## src/rtl/dispatch_scan_pkg.sv

```systemverilog
package dispatch_scan_pkg;

  typedef enum logic [1:0] {
    LOAD_NONE = 2'd0,
    LOAD_GEN  = 2'd1,
    LOAD_SCAN = 2'd2
  } load_sel_e;

  // take w bits starting at lsb from a 32-bit word
  function automatic logic [31:0] field_of(input logic [31:0] word,
                                           input int lsb, input int w);
    return (word >> lsb) & ((32'd1 << w) - 32'd1);
  endfunction

endpackage

```

## src/rtl/dispatch_pend_bank.sv

```systemverilog
module dispatch_pend_bank #(
  parameter int N = 8
) (
  input  logic         clk,
  input  logic         rst_n,
  input  logic [N-1:0] set_i,
  input  logic [N-1:0] sw_clr_i,
  input  logic [N-1:0] issue_clr_i,
  output logic [N-1:0] pend_o
);
  // index 0 is reserved and can never hold state
  localparam logic [N-1:0] IDX0_MASK = {{(N-1){1'b0}}, 1'b1};

  always_ff @(posedge clk) begin
    if (!rst_n) pend_o <= '0;
    else        pend_o <= (pend_o | set_i) & ~sw_clr_i & ~issue_clr_i & ~IDX0_MASK;
  end
endmodule

```

## src/rtl/dispatch_pick.sv

```systemverilog
module dispatch_pick #(
  parameter int N     = 8,
  parameter int SRC_W = 3
) (
  input  logic [N-1:0]     req_i,
  output logic             any_o,
  output logic [SRC_W-1:0] idx_o
);
  // walk downward so the lowest set index is the last one written
  always_comb begin
    any_o = 1'b0;
    idx_o = '0;
    for (int i = N - 1; i >= 0; i--) begin
      if (req_i[i]) begin
        any_o = 1'b1;
        idx_o = SRC_W'(i);
      end
    end
  end
endmodule

```

## src/rtl/dispatch_msg_slot.sv

```systemverilog
module dispatch_msg_slot
  import dispatch_scan_pkg::*;
#(
  parameter int HART_W  = 4,
  parameter int GUEST_W = 3,
  parameter int ID_W    = 6,
  parameter int SRC_W   = 3,
  localparam int TGT_W  = HART_W + GUEST_W + ID_W
) (
  input  logic               clk,
  input  logic               rst_n,
  input  logic               free_i,
  input  load_sel_e          sel_i,
  input  logic [HART_W-1:0]  gen_hart_i,
  input  logic [ID_W-1:0]    gen_id_i,
  input  logic [TGT_W-1:0]   tgt_i,
  input  logic [SRC_W-1:0]   src_i,
  output logic               valid_o,
  output logic [HART_W-1:0]  hart_o,
  output logic [GUEST_W-1:0] guest_o,
  output logic [ID_W-1:0]    id_o,
  output logic [SRC_W-1:0]   src_o
);
  localparam int GUEST_LSB = ID_W;
  localparam int HART_LSB  = ID_W + GUEST_W;

  logic [31:0] tgt32;
  assign tgt32 = 32'(tgt_i);

  always_ff @(posedge clk) begin
    if (!rst_n) begin
      valid_o <= 1'b0;
      hart_o  <= '0;
      guest_o <= '0;
      id_o    <= '0;
      src_o   <= '0;
    end else if (free_i) begin
      case (sel_i)
        LOAD_GEN: begin
          valid_o <= 1'b1;
          hart_o  <= gen_hart_i;
          guest_o <= '0;
          id_o    <= gen_id_i;
          src_o   <= '0;
        end
        LOAD_SCAN: begin
          valid_o <= 1'b1;
          hart_o  <= HART_W'(field_of(tgt32, HART_LSB, HART_W));
          guest_o <= GUEST_W'(field_of(tgt32, GUEST_LSB, GUEST_W));
          id_o    <= ID_W'(field_of(tgt32, 0, ID_W));
          src_o   <= src_i;
        end
        default: valid_o <= 1'b0;
      endcase
    end
  end
endmodule

```

## src/rtl/dispatch_scanner.sv

```systemverilog
module dispatch_scanner
  import dispatch_scan_pkg::*;
#(
  parameter int NUM_SRC = 8,
  parameter int HART_W  = 4,
  parameter int GUEST_W = 3,
  parameter int ID_W    = 6,
  localparam int TGT_W  = HART_W + GUEST_W + ID_W,
  localparam int SRC_W  = (NUM_SRC > 1) ? $clog2(NUM_SRC) : 1
) (
  input  logic                     clk,
  input  logic                     rst_n,
  input  logic                     dom_en,
  input  logic [NUM_SRC-1:0]       src_en,
  input  logic [NUM_SRC-1:0]       pend_set,
  input  logic [NUM_SRC-1:0]       pend_clr,
  input  logic [NUM_SRC*TGT_W-1:0] tgt_flat,
  input  logic                     gen_req,
  input  logic [HART_W-1:0]        gen_hart,
  input  logic [ID_W-1:0]          gen_id,
  output logic                     gen_ack,
  output logic                     msg_valid,
  input  logic                     msg_ready,
  output logic [HART_W-1:0]        msg_hart,
  output logic [GUEST_W-1:0]       msg_guest,
  output logic [ID_W-1:0]          msg_id,
  output logic [SRC_W-1:0]         msg_src,
  output logic [NUM_SRC-1:0]       pend_q,
  output logic                     busy
);
  logic [NUM_SRC-1:0] elig;
  logic [NUM_SRC-1:0] issue_vec;
  logic               any_elig;
  logic [SRC_W-1:0]   pick_idx;
  logic               slot_free;
  logic               issue;
  logic [TGT_W-1:0]   pick_tgt;
  load_sel_e          load_sel;

  dispatch_pend_bank #(.N(NUM_SRC)) u_pend (
    .clk         (clk),
    .rst_n       (rst_n),
    .set_i       (pend_set),
    .sw_clr_i    (pend_clr),
    .issue_clr_i (issue_vec),
    .pend_o      (pend_q)
  );

  assign elig = pend_q & src_en;

  dispatch_pick #(.N(NUM_SRC), .SRC_W(SRC_W)) u_pick (
    .req_i (elig),
    .any_o (any_elig),
    .idx_o (pick_idx)
  );

  assign slot_free = !msg_valid || msg_ready;
  assign gen_ack   = slot_free && gen_req;
  assign issue     = slot_free && !gen_req && dom_en && any_elig;
  assign issue_vec = issue ? ({{(NUM_SRC-1){1'b0}}, 1'b1} << pick_idx) : '0;
  assign pick_tgt  = tgt_flat[int'(pick_idx)*TGT_W +: TGT_W];

  always_comb begin
    if (gen_req)    load_sel = LOAD_GEN;
    else if (issue) load_sel = LOAD_SCAN;
    else            load_sel = LOAD_NONE;
  end

  dispatch_msg_slot #(
    .HART_W(HART_W), .GUEST_W(GUEST_W), .ID_W(ID_W), .SRC_W(SRC_W)
  ) u_slot (
    .clk        (clk),
    .rst_n      (rst_n),
    .free_i     (slot_free),
    .sel_i      (load_sel),
    .gen_hart_i (gen_hart),
    .gen_id_i   (gen_id),
    .tgt_i      (pick_tgt),
    .src_i      (pick_idx),
    .valid_o    (msg_valid),
    .hart_o     (msg_hart),
    .guest_o    (msg_guest),
    .id_o       (msg_id),
    .src_o      (msg_src)
  );

  assign busy = any_elig || msg_valid;
endmodule

```

## config.mk

```make
export PLATFORM = sky130hd
export DESIGN_NAME = dispatch_scanner
export DESIGN_NICKNAME = d
export VERILOG_FILES = /design/src/rtl/dispatch_scan_pkg.sv /design/src/rtl/dispatch_pend_bank.sv /design/src/rtl/dispatch_pick.sv /design/src/rtl/dispatch_msg_slot.sv /design/src/rtl/dispatch_scanner.sv
export SDC_FILE = /design/constraint.sdc
export NUM_CORES = 1
export LEC_CHECK = 0
export BUFFER_PORTS_ARGS = -buffer_cell sky130_fd_sc_hd__buf_2
export CORE_MARGIN = 2
export CORE_UTILIZATION = 29
export CTS_BUF_LIST = sky130_fd_sc_hd__clkbuf_8
export CTS_CLUSTER_SIZE = 40
export DETAILED_ROUTE_END_ITERATION = 10
export HOLD_SLACK_MARGIN = 0.05
export SLEW_MARGIN = 15
export SYNTH_ARGS = -nofsm -noshare
export SYNTH_HDL_FRONTEND = slang
export SYNTH_HIERARCHICAL = 1
export SYNTH_SLANG_ARGS = --single-unit
```

## constraint.sdc

```tcl
create_clock -name clk -period 5.1 [get_ports clk]
set_input_delay 0 -clock clk [delete_from_list [all_inputs] [get_ports clk]]
set_output_delay 0 -clock clk [all_outputs]
set_load 0.01 [all_outputs]
```

---- Word level (Yosys, flattened, before mapping) ----
Index checks and enable logic that the tools add are counted.
storage, ports and cells
  register bits ........................... 25
  input port bits ......................... 143
  output and inout bits ................... 27
  word-level logic and storage cells ...... 53
cells by class
  multipliers ............................. 1
  eq/ne operators ......................... 2
  shift-type cells ........................ 2
  multiplexer cells ....................... 24
  bitwise gates (word level) .............. 6
  reduce and logical (&&, ||, !) cells .... 11
operators with widths
  operator             number
  $shiftx 104x8->13    1
  $and 8x8->8          3
  $mux 3               8
  $not 8->8            2
  $pmux 3 s2           2
  $pmux 6 s2           1
  $mux 1               9
  $mux 8               1
  $or 8x8->8           1
  $pmux 4 s2           1
  $shl 1x3->8 const A  1
  $mul 3x4->7 const B  1
  $logic_and 1x1->1    4
  $mux 2               2
  $eq 2x1->1 const B   1
  $eq 2x2->1 const B   1
  $logic_not 1->1      2
  $logic_or 1x1->1     2
  $reduce_and 2->1     1
  $reduce_bool 2->1    1
  $reduce_or 2->1      1

---- Longest topological paths before layout ----
Gate-level depths: netlist (run 1).
  depth in word-level cells ............... 15
  mapped depth ............................ 11
  mapped depth without buffers ............ 8

---- Modules after synthesis ----
Netlist (run 1), hierarchy kept.
modules (own cells, without submodules)
  module              instances  cells each  area an instance (µm²)  sequential area each (µm²)
  dispatch_scanner    1          73          983.4                   0.0
  dispatch_msg_slot   1          77          754.5                   340.3
  dispatch_pend_bank  1          23          282.8                   140.1
  dispatch_pick       1          13          80.1                    0.0

---- Worst setup path before layout (run 1) ----
No wires, ideal clock.
  kind .................................... register to register
  from .................................... register u_pend.pend_o[2]
  to ...................................... register u_slot.id_o[1]
  library setup time ...................... 0.118 ns
  data arrival time ....................... 2.664 ns
  data required time ...................... 4.982 ns
  path slack .............................. 2.318 ns
  cell stages (with the launch flop) ...... 8
  path buffers ............................ 1
  clock period less this slack ............ 2.782 ns
  cells stage by stage .................... dfxtp_1 -> and2_1 -> o41ai_1 -> buf_6 -> mux4_1 -> mux2_2 -> mux2i_1 -> a21oi_2
on the way
  elaborated cells on any way between the ends .. 17
  those cells by class .................... mul: 1; eq/ne: 2; shift: 1; mux: 9; bitwise: 1; reduce/logical: 3
RTL lines
  what                      line                      source
  start: declaration        dispatch_pend_bank.sv:9   output logic [N-1:0] pend_o
  start signal: assignment  dispatch_pend_bank.sv:16  else pend_o <= (pend_o | set_i) & ~sw_clr_i & ~issue_clr_i & ~IDX0_MASK;
  $and 8x8->8               dispatch_scanner.sv:49    assign elig = pend_q & src_en;
  net elig[2]               dispatch_scanner.sv:31    logic [NUM_SRC-1:0] elig;
  $mux 3 (3 in series)      dispatch_pick.sv:14       if (req_i[i]) begin
  net pick_idx[0]           dispatch_scanner.sv:34    logic [SRC_W-1:0] pick_idx;
  $mul 3x4->7               dispatch_scanner.sv:61    assign pick_tgt = tgt_flat[int'(pick_idx)*TGT_W +: TGT_W];
  $shiftx 104x8->13         dispatch_scanner.sv:61
  net pick_tgt[1]           dispatch_scanner.sv:37    logic [TGT_W-1:0] pick_tgt;
  $pmux 6 s2                dispatch_msg_slot.sv:38   case (sel_i)
  end signal: assignment    dispatch_msg_slot.sv:43   id_o <= gen_id_i;
  end signal: assignment    dispatch_msg_slot.sv:50   id_o <= ID_W'(field_of(tgt32, 0, ID_W));
  end: declaration          dispatch_msg_slot.sv:21   output logic [ID_W-1:0] id_o,
The timed path passes the listed nets, and every way through them passes these cells.
A chain may end at the register's enable or synchronous reset.

---- Final worst setup path (run 1) ----
  from .................................... register u_pend.pend_o[7]
  to ...................................... register u_slot.src_o[2]
on the way
  longest elaborated chain between the ends .. 15
  elaborated cells on any way between the ends .. 25
  those cells by class .................... eq/ne: 2; mux: 19; bitwise: 1; reduce/logical: 3
RTL lines
  what                                      line                     source
  $and 8x8->8 *                             dispatch_scanner.sv:49
  net elig[7]                               dispatch_scanner.sv:31
  $mux 1 * (8 in series)                    dispatch_pick.sv:14
  net any_elig                              dispatch_scanner.sv:33   logic any_elig;
  $logic_and 1x1->1 *                       dispatch_scanner.sv:59   assign issue = slot_free && !gen_req && dom_en && any_elig;
  $mux 2 *                                  dispatch_scanner.sv:65   else if (issue) load_sel = LOAD_SCAN;
  $mux 2 *                                  dispatch_scanner.sv:64   if (gen_req) load_sel = LOAD_GEN;
  net load_sel[1]                           dispatch_scanner.sv:38   load_sel_e load_sel;
  $eq 2x1->1 or $eq 2x2->1 (tied branches)  dispatch_msg_slot.sv:38
  $reduce_bool 2->1 (no line)               -
  $reduce_and 2->1 (no line)                -
  end signal: assignment                    dispatch_msg_slot.sv:51  src_o <= src_i;
  end: declaration                          dispatch_msg_slot.sv:22  output logic [SRC_W-1:0] src_o
The timed path passes the listed nets; every way through them passes the cells marked *.

==> impl_metrics.env, run 1 <==
export IMPL_status="finished clean"
export IMPL_internal_power_uw=396
export IMPL_nNetsFinal=513
export IMPL_stdcell_count=462
export IMPL_seqPwrFrac_pct=36.7
export IMPL_die_w_um=89.0
export IMPL_power_density_mw_per_mm2=174
export IMPL_first_global_vias=2242
export IMPL_start_kind="register"
export IMPL_finalClockSkew_ns=0.00792
export IMPL_clockBufferDepth=2
export IMPL_cts_buffers=3
export IMPL_clkPwrFrac_pct=19.7
export IMPL_initial_core_util_pct=30.3
export IMPL_drt_iter0_markers=59
export IMPL_slew_violations=0
export IMPL_setup_tns_ns=0
export IMPL_wirelength_um=6800
export IMPL_row_count=30
export IMPL_grt_ovfl_total=0
export IMPL_syn_inst=185
export IMPL_drc=0
export IMPL_rsz0062_at_grt="no"
export IMPL_drv_cap=0
export IMPL_final_hold_viol_count=0
export IMPL_final_cell_mix="buf_2, dfxtp_1, dlygate4sd3_1"
export IMPL_dr_pass1_iters=4
export IMPL_crit_chain="and2_1 > nor4_1 > nand2_1 > and3_1 > ha_1 > nor2b_2 > nand3_1 > a21boi_1"
export IMPL_cp_slowest_stage_delay_ns=0.81
export IMPL_dp_cells=436
export IMPL_cts_tree="done"
export IMPL_cts_resized=0
export IMPL_finalCriticalPeriod_ns=2.83
export IMPL_vdd_ir_drop_max_mv=0.0675
export IMPL_min_path_type="input port to register"
export IMPL_critPathCaptureType="register"
export IMPL_clock_fmax_mhz=353
export IMPL_antenna_found_initial=0
export IMPL_gp_congestion=0.816
export IMPL_synthToLayoutAreaGrowth_pct=55.2
export IMPL_htree_levels=1
export IMPL_wire_per_inst_um=14.7
export IMPL_setup_slack_ns=2.27
export IMPL_io_buffers=166
export IMPL_numClockSinks=24
export IMPL_grt_pass1_wl_um=10200
export IMPL_holdWs_ns=0.0757
export IMPL_power_share_combinational_pct=43.6
export IMPL_die_h_um=89.0
export IMPL_tightest_slew_ns=1.02
export IMPL_crit_buf_inv=0
export IMPL_n_antenna_cell=0
export IMPL_clkTransAtPathRegs_ns=0.09
export IMPL_crit_fanout=26
export IMPL_critPathKind="register to register"
export IMPL_core_mm2=0.00691
export IMPL_arrival_ns=3.02
export IMPL_final_common_cell="buf_2"
export IMPL_crit_family="simple AND/OR/NAND/NOR gates"
export IMPL_grtUsageTotal_pct=16.7
export IMPL_required_ns=5.29
export IMPL_swShare_pct=30.1
export IMPL_syn_area_mm2=0.00210
export IMPL_p_switching_uw=170
export IMPL_maxSlewHeadroom_pct=31.6
export IMPL_via_per_inst=4.76
export IMPL_hpwl_um=5390
export IMPL_cp_slowest_cell="nor2b_2"
export IMPL_fin_crit_sh_pct=55.6
export IMPL_clk_latency_ns=0.26
export IMPL_synth_fp_nets=330
export IMPL_grt_max_degree=32
export IMPL_dp_slack_ns=2.31
export IMPL_io_pins=170
export IMPL_root_buffer="clkbuf_8"
export IMPL_synth_avg_cell_area_um2=11.3
export IMPL_postRouteAntennaNets=0
export IMPL_setup_viol=0
export IMPL_die_area_mm2=0.00792
export IMPL_drive_gt1_share_pct=57.4
export IMPL_vias=2201
export IMPL_power_leakage_nw=1.50
export IMPL_yosysWarnings=6
export IMPL_final_core_util_pct=47.1
## layout make-up
cell class	instances	area, µm²
Clock buffer	3	41.3
Tap cell	96	120
Timing Repair Buffer	192	1080
Inverter	2	7.51
Multi-Input combinational cell	145	1520
Fill cell	684	3650
Sequential cell	24	480
## through the flow
stage               area, µm²  total power [mW]
CTS                      3250             0.577
floorplan                2100             0.361
global route             3250             0.606
detailed placement       2980             0.448
global placement         2980             0.445
finish                   3250             0.566
## metal layers
metal,up-vias,track usage (%),share of wire (%)
li1,1089,-,-
met1,998,21.0,41
met2,102,29.2,51
met3,12,2.12,6.1
met4,0,6.51,2.3
met5,-,0,0
## power by group through the flow
stage,logic [mW],registers [mW],clock network [mW]
finish,0.247,0.208,0.112
global route,0.272,0.210,0.125
CTS,0.250,0.208,0.119
detailed placement,0.236,0.212,0
global placement,0.233,0.212,0
floorplan,0.143,0.219,0
## worst paths after layout
kind,slack (ns),depth (start not counted),from,end
worst max-delay path,2.27,8,u_pend/pend_o[7]$_SDFF_PN0_,u_slot/src_o[2]$_SDFFE_PN0P_
worst min-delay path,0.08,3,pend_set[4],u_pend/pend_o[4]$_SDFF_PN0_
worst max register to register,2.27,8,u_pend/pend_o[7]$_SDFF_PN0_,u_slot/src_o[2]$_SDFFE_PN0P_
worst min register to register,0.45,2,u_slot/src_o[1]$_SDFFE_PN0P_,u_slot/src_o[1]$_SDFFE_PN0P_
## what timing repair did
item | CTS | global route
endpoints found under the hold margin | 17 | 0
setup endpoints to repair | 0 | 0
hold buffers | 23 | 0
buffers inserted | 0 | 0
## worst min-delay path: cells and delay by family
family / cells / cell delay [ns]
buffers and inverters: 1 / 0.10
AND/OR/NAND/NOR: 2 / 0.20
## registers in the layout, indices dropped and copies added (netlist names)
name / flops
u_pend/pend_o: 7
u_slot/valid_o: 1
u_slot/guest_o: 3
u_slot/hart_o: 4
u_slot/id_o: 6
u_slot/src_o: 3
Power figures use the tool's default switching activity.
==> run 2, diff against run 1 <==
--- a/config.mk
+++ b/config.mk
@@ -12,6 +12,7 @@
 export CTS_CLUSTER_SIZE = 40
 export DETAILED_ROUTE_END_ITERATION = 10
 export HOLD_SLACK_MARGIN = 0.05
+export PLACE_DENSITY = 0.65
 export SLEW_MARGIN = 15
 export SYNTH_ARGS = -nofsm -noshare
 export SYNTH_HDL_FRONTEND = slang
==> constraint.sdc (replaced) <==
create_clock -name clk -period 2.42 [get_ports clk]
set_input_delay 0 -clock clk [delete_from_list [all_inputs] [get_ports clk]]
set_output_delay 0 -clock clk [all_outputs]
set_load 0.01 [all_outputs]
==> run 2 against run 1 <==
  * The flow now finishes with violations (setup timing)
  * Global-route usage rose by 0.65 points
  * Flip-flop and latch count did not move
  * Sequential power rose by 110%
  * Register-to-register slack got worse by 2.3 ns
  * First-iteration DRC count rose by 76%
  * Clock skew barely moved
  * Core utilization rose by 3.6 points
  * Setup slack got worse by 2.3 ns
  * Largest power group unchanged
==> impl_metrics.env, run 2 (synthesis gave the netlist of run 1 again) <==
export IMPL_n_antenna_cell=0
export IMPL_rsz0062_at_grt="yes"
export IMPL_min_path_type="input port to register"
export IMPL_dr_pass1_iters=4
export IMPL_drc=0
export IMPL_arrival_ns=2.59
export IMPL_finalClockSkew_ns=0.00759
export IMPL_drt_iter0_markers=104
export IMPL_first_global_vias=2226
export IMPL_core_mm2=0.00691
export IMPL_row_count=30
export IMPL_wire_per_inst_um=16.6
export IMPL_hold_end="u_pend/pend_o[2]$_SDFF_PN0_"
export IMPL_internal_power_uw=914
export IMPL_crit_buf_inv=2
export IMPL_final_core_util_pct=50.7
export IMPL_drive_gt1_share_pct=64.9
export IMPL_final_common_cell="buf_2"
export IMPL_vdd_ir_drop_max_mv=0.144
export IMPL_violations="setup timing"
export IMPL_setup_slack_ns=-0.0178
export IMPL_cp_slowest_cell="mux4_2"
export IMPL_nNetsFinal=523
export IMPL_final_cell_mix="buf_2, dfxtp_1, dlygate4sd3_1"
export IMPL_clockBufferDepth=2
export IMPL_antenna_found_initial=0
export IMPL_htree_levels=1
export IMPL_power_density_mw_per_mm2=373
export IMPL_synthToLayoutAreaGrowth_pct=67.0
export IMPL_io_pins=170
export IMPL_status="complete, but fails checks"
export IMPL_slew_violations=0
export IMPL_grt_ovfl_total=0
export IMPL_critPathCaptureType="register"
export IMPL_clkPwrFrac_pct=17.8
export IMPL_postRouteAntennaNets=0
export IMPL_die_area_mm2=0.00792
export IMPL_routed_top_layer="met4"
export IMPL_final_hold_viol_count=0
export IMPL_grt_max_degree=32
export IMPL_power_share_combinational_pct=48.4
export IMPL_p_switching_uw=392
export IMPL_die_h_um=89.0
export IMPL_hpwl_um=5710
export IMPL_hold_depth=3
export IMPL_clk_latency_ns=0.26
export IMPL_setup_viol=1
export IMPL_crit_family="multiplexers"
export IMPL_stdcell_area_mm2=0.00350
export IMPL_io_buffers=166
export IMPL_cp_slowest_stage_delay_ns=0.53
export IMPL_power_leakage_nw=1.60
export IMPL_reg2reg_to="u_slot/hart_o[3]$_SDFFE_PN0P_"
export IMPL_num_fill_cells=657
export IMPL_required_ns=2.57
export IMPL_numClockSinks=24
export IMPL_finalCriticalPeriod_ns=2.44
export IMPL_cts_tree="done"
export IMPL_crit_chain="and2_4 > o41ai_4 > buf_4 > buf_12 > mux4_2 > mux2_4 > mux2i_1 > a21oi_1"
export IMPL_route_met3_wl_um=504
export IMPL_worstReg2RegStart="u_pend/pend_o[4]$_SDFF_PN0_"
export IMPL_regToRegSetupSlack_ns=-0.02
export IMPL_wirelength_um=7820
export IMPL_fin_crit_sh_pct=101
export IMPL_r2r_cells=8
export IMPL_largest_reg_flops=7
export IMPL_gp_congestion=0.859
export IMPL_seqPwrFrac_pct=33.8
export IMPL_via_per_inst=4.87
export IMPL_crit_fanout=7
export IMPL_tightest_slew_ns=0.667
export IMPL_clock_fmax_mhz=410
export IMPL_vias=2297
export IMPL_initial_core_util_pct=30.3
export IMPL_start_kind="register"
export IMPL_grt_pass1_wl_um=10500
export IMPL_swShare_pct=30.0
export IMPL_holdWs_ns=0.0553
export IMPL_grtUsageTotal_pct=17.3
export IMPL_cts_buffers=3
export IMPL_wl_met2_um=4060
export IMPL_critPathKind="register to register"
export IMPL_clkTransAtPathRegs_ns=0.09
export IMPL_top_register="u_pend/pend_o"
export IMPL_top_regs="u_pend/pend_o: 7 flops, u_slot/id_o: 6 flops, u_slot/hart_o: 4 flops"
export IMPL_die_w_um=89.0
export IMPL_dpl_cell_area_mm2=0.00309
export IMPL_root_buffer="clkbuf_8"
export IMPL_drv_cap=0
export IMPL_min_delay_start="pend_set[2]"
export IMPL_dp_cells=442
export IMPL_setup_tns_ns=-0.0178
export IMPL_stdcell_count=472
export IMPL_maxSlewHeadroom_pct=55.5
export IMPL_wl_met1_um=3160
run 2: cell types whose count changed in the layout (fill, tap and decap cells not counted), moves of 4 or more:
cell	previous run	this run
dlygate4sd3_1	23	19
mux2_4	0	7
buf_4	3	8
mux2_2	13	6
and2_1	9	3
mux4_2	11	17
and2_4	0	6
mux4_1	15	9
buf_12	0	5
run 2: power by group through the flow:
| stage | registers (mW) | clock network [mW] | logic (mW) |
|---|---|---|---|
| CTS | 0.441 | 0.238 | 0.558 |
| global route | 0.445 | 0.251 | 0.681 |
| detailed placement | 0.450 | 0 | 0.530 |
| floorplan | 0.461 | 0 | 0.304 |
| finish | 0.441 | 0.233 | 0.633 |
| global placement | 0.449 | 0 | 0.522 |
run 2: timing repair:
| item | CTS | global route |
|---|---|---|
| gates resized for setup | 2 | 34 |
| buffers inserted | 0 | 4 |
| cloned | 0 | 4 |
| endpoints found under the setup margin | 1 | 14 |
| hold endpoints to repair | 14 | 1 |
| hold buffers | 18 | 1 |
| pin swaps | 0 | 8 |
run 2: per-stage QoR:
step	power [mW]	setup slack, ns
after global placement	0.971	0.0440
after detailed placement	0.979	0.000240
after floorplan	0.765	0.0214
final	1.31	-0.0178
after CTS	1.24	-0.00275
after global routing	1.38	-0.0872
run 2: how the worst max path moves through the flow:
stage / from / end / slack (ns) / depth (start not counted)
2_1_floorplan: u_pend/pend_o[2]$_SDFF_PN0_ / u_slot/id_o[1]$_SDFFE_PN0P_ / 0.02 / 7
3_3_place_gp: u_pend/pend_o[2]$_SDFF_PN0_ / u_slot/id_o[1]$_SDFFE_PN0P_ / 0.04 / 7
3_5_place_dp: u_pend/pend_o[2]$_SDFF_PN0_ / u_slot/id_o[1]$_SDFFE_PN0P_ / 0.0002 / 7
4_1_cts: u_pend/pend_o[2]$_SDFF_PN0_ / u_slot/id_o[5]$_SDFFE_PN0P_ / -0.003 / 7
5_1_grt: u_pend/pend_o[5]$_SDFF_PN0_ / u_slot/hart_o[3]$_SDFFE_PN0P_ / -0.09 / 9
6_report: u_pend/pend_o[4]$_SDFF_PN0_ / u_slot/hart_o[3]$_SDFFE_PN0P_ / -0.02 / 8
run 2: routing by layer:
layer | track usage (%) | vias to the layer above
met5 | 0 | -
met4 | 4.48 | 0
met3 | 1.66 | 8
met2 | 30.6 | 110
met1 | 22.8 | 1075
li1 | - | 1104
run 2: worst min-delay path: stages:
cell	delay (ns)
buf_2	0.10
nor2_1	0.13
nor4b_2	0.06
run 2: layout make-up:
type	instances	area [µm²]	area share, %
Inverter	2	7.51	0.214
Clock buffer	3	41.3	1.18
Sequential cell	24	484	13.8
Tap cell	96	120	3.43
Multi-Input combinational cell	145	1580	45.1
Timing Repair Buffer	202	1270	36.2
==> run 3, diff against run 2 <==
==> constraint.sdc (replaced) <==
create_clock -name clk -period 2.2 [get_ports clk]
set_input_delay 0 -clock clk [delete_from_list [all_inputs] [get_ports clk]]
set_output_delay 0 -clock clk [all_outputs]
set_load 0.01 [all_outputs]
==> run 3 against run 2 <==
  * Wire length increased by 8.6%
  * Final area grew 8.7%
  * The flow still finishes with violations (setup timing)
  * Global-route usage up 3.4 points
  * First-iteration DRC count decreased by 0.96%
  * Largest power group unchanged
==> impl_metrics.env, run 3 (synthesis gave the netlist of run 1 again) <==
export IMPL_synthToLayoutAreaGrowth_pct=81.6
export IMPL_top_register="u_pend/pend_o"
export IMPL_final_hold_viol_count=0
export IMPL_drive_gt1_share_pct=70.8
export IMPL_stdcell_count=500
export IMPL_clock_fmax_mhz=421
export IMPL_row_count=30
export IMPL_nNetsFinal=550
export IMPL_numClockSinks=24
export IMPL_wire_per_inst_um=17.0
export IMPL_die_w_um=89.0
export IMPL_setup_viol=13
export IMPL_rsz0062_at_grt="yes"
export IMPL_gp_congestion=0.760
export IMPL_dr_pass1_iters=4
export IMPL_grt_max_degree=25
export IMPL_arrival_ns=2.54
export IMPL_dp_cells=459
export IMPL_n_antenna_cell=0
export IMPL_grt_ovfl_total=0
export IMPL_setup_slack_ns=-0.173
export IMPL_critPathKind="register to register"
export IMPL_largest_reg_flops=7
export IMPL_first_global_vias=2369
export IMPL_hpwl_um=6190
export IMPL_core_mm2=0.00691
export IMPL_power_density_mw_per_mm2=445
export IMPL_cts_buffers=3
export IMPL_final_cell_mix="buf_2, mux4_2, buf_4"
export IMPL_dp_slack_ns=-0.265
export IMPL_htree_levels=1
export IMPL_initial_core_util_pct=30.3
export IMPL_clk_latency_ns=0.27
export IMPL_dpl_cell_area_mm2=0.00321
export IMPL_violations="setup timing"
export IMPL_grtUsageTotal_pct=20.7
export IMPL_cts_tree="done"
export IMPL_die_area_mm2=0.00792
export IMPL_reg2reg_to="u_slot/hart_o[3]$_SDFFE_PN0P_"
export IMPL_antenna_found_initial=0
export IMPL_start_kind="register"
export IMPL_critPathCaptureType="register"
export IMPL_required_ns=2.37
export IMPL_regToRegSetupSlack_ns=-0.17
export IMPL_drv_cap=0
export IMPL_finalCriticalPeriod_ns=2.37
export IMPL_clkTransAtPathRegs_ns=0.10
export IMPL_hold_end="u_slot/hart_o[3]$_SDFFE_PN0P_"
export IMPL_final_core_util_pct=55.1
export IMPL_slew_violations=0
export IMPL_power_leakage_nw=1.76
export IMPL_drc=0
export IMPL_stdcell_area_mm2=0.00380
export IMPL_clockBufferDepth=2
export IMPL_fin_crit_sh_pct=108
export IMPL_die_h_um=89.0
export IMPL_r2r_cells=8
export IMPL_min_delay_start="gen_hart[3]"
export IMPL_root_buffer="clkbuf_8"
export IMPL_wirelength_um=8490
export IMPL_crit_fanout=7
export IMPL_final_common_cell="buf_2"
export IMPL_num_fill_cells=640
export IMPL_vias=2446
export IMPL_min_path_type="input port to register"
export IMPL_io_buffers=166
export IMPL_io_pins=170
export IMPL_grt_pass1_wl_um=12400
export IMPL_via_per_inst=4.89
export IMPL_cp_startpoint="u_pend/pend_o[2]$_SDFF_PN0_"
export IMPL_hold_depth=3
export IMPL_finalClockSkew_ns=0.00789
export IMPL_top_regs="u_pend/pend_o: 7 flops, u_slot/id_o: 6 flops, u_slot/hart_o: 4 flops"
export IMPL_vdd_ir_drop_max_mv=0.218
export IMPL_p_total_mw=1.69
export IMPL_worstReg2RegStart="u_pend/pend_o[2]$_SDFF_PN0_"
export IMPL_postRouteAntennaNets=0
export IMPL_status="complete, but fails checks"
export IMPL_drt_iter0_markers=103
==> run 3: cell types whose count changed in the layout (fill, tap and decap cells not counted), sizes merged <==
cell,delta
buf,+25
dlygate4sd3,+4
clkbuf,-3
bufbuf,+1
bufinv,+1
==> run 3: cell type report <==
| type | count | area [µm²] | area share [%] |
|---|---|---|---|
| multi-input cells | 145 | 1610 | 42.3 |
| clock buffers | 3 | 41.3 | 1.09 |
| inverters | 2 | 7.51 | 0.197 |
| flip-flops and latches | 24 | 487 | 12.8 |
| repair buffers | 229 | 1510 | 39.7 |
| clock inverters | 1 | 30.0 | 0.789 |
| well taps | 96 | 120 | 3.16 |
==> run 3: how the worst max path moves through the flow <==
stage | endpoint | slack (ns) | cells past startpoint
2_1_floorplan | u_slot/id_o[1]$_SDFFE_PN0P_ | -0.18 | 9
3_3_place_gp | u_slot/hart_o[3]$_SDFFE_PN0P_ | -0.21 | 9
3_5_place_dp | u_slot/hart_o[3]$_SDFFE_PN0P_ | -0.27 | 9
4_1_cts | u_slot/hart_o[3]$_SDFFE_PN0P_ | -0.14 | 8
5_1_grt | u_slot/hart_o[2]$_SDFFE_PN0P_ | -0.27 | 8
6_report | u_slot/hart_o[3]$_SDFFE_PN0P_ | -0.17 | 8
==> run 3: through the flow <==
step	hold WS, ns	TNS (ns)
floorplan	0.0640	-1.94
global placement	0.166	-2.15
detailed placement	0.170	-2.78
CTS	0.0526	-1.19
global route	0.0552	-2.54
finish	0.0572	-1.45
==> run 3: critical path, stage by stage, from the launching register on <==
cell and delay (ns):
dfxtp_2 0.33, and2_4 0.15, o41ai_4 0.39, buf_6 0.19
buf_12 0.14, mux4_2 0.53, mux2_4 0.28, mux2i_1 0.15
a21oi_1 0.08
==> run 3: timing repair <==
action | 4_1_cts | 5_1_grt
hold buffers | 23 | 0
cloned | 5 | 1
setup buffers | 6 | 6
resized for setup | 33 | 10
pin swaps | 14 | 7
hold endpoints to repair | 16 | 0
setup endpoints to repair | 16 | 18
==> run 3: routing by layer <==
metal	part of all wire, %	up-vias	global-route usage, %	wire length (µm)
met5	0	-	0	0
met4	1.0	0	4.48	85
met3	6.3	6	2.22	538
met2	51	121	35.8	4310
met1	42	1162	28.3	3550
li1	-	1157	-	-
==> run 3: report_power, final <==
part	internal, mW	switching (mW)	total, mW
sequential	0.467	0.0167	0.483
combinational	0.495	0.313	0.807
clock	0.244	0.159	0.403
total	1.20	0.489	1.69
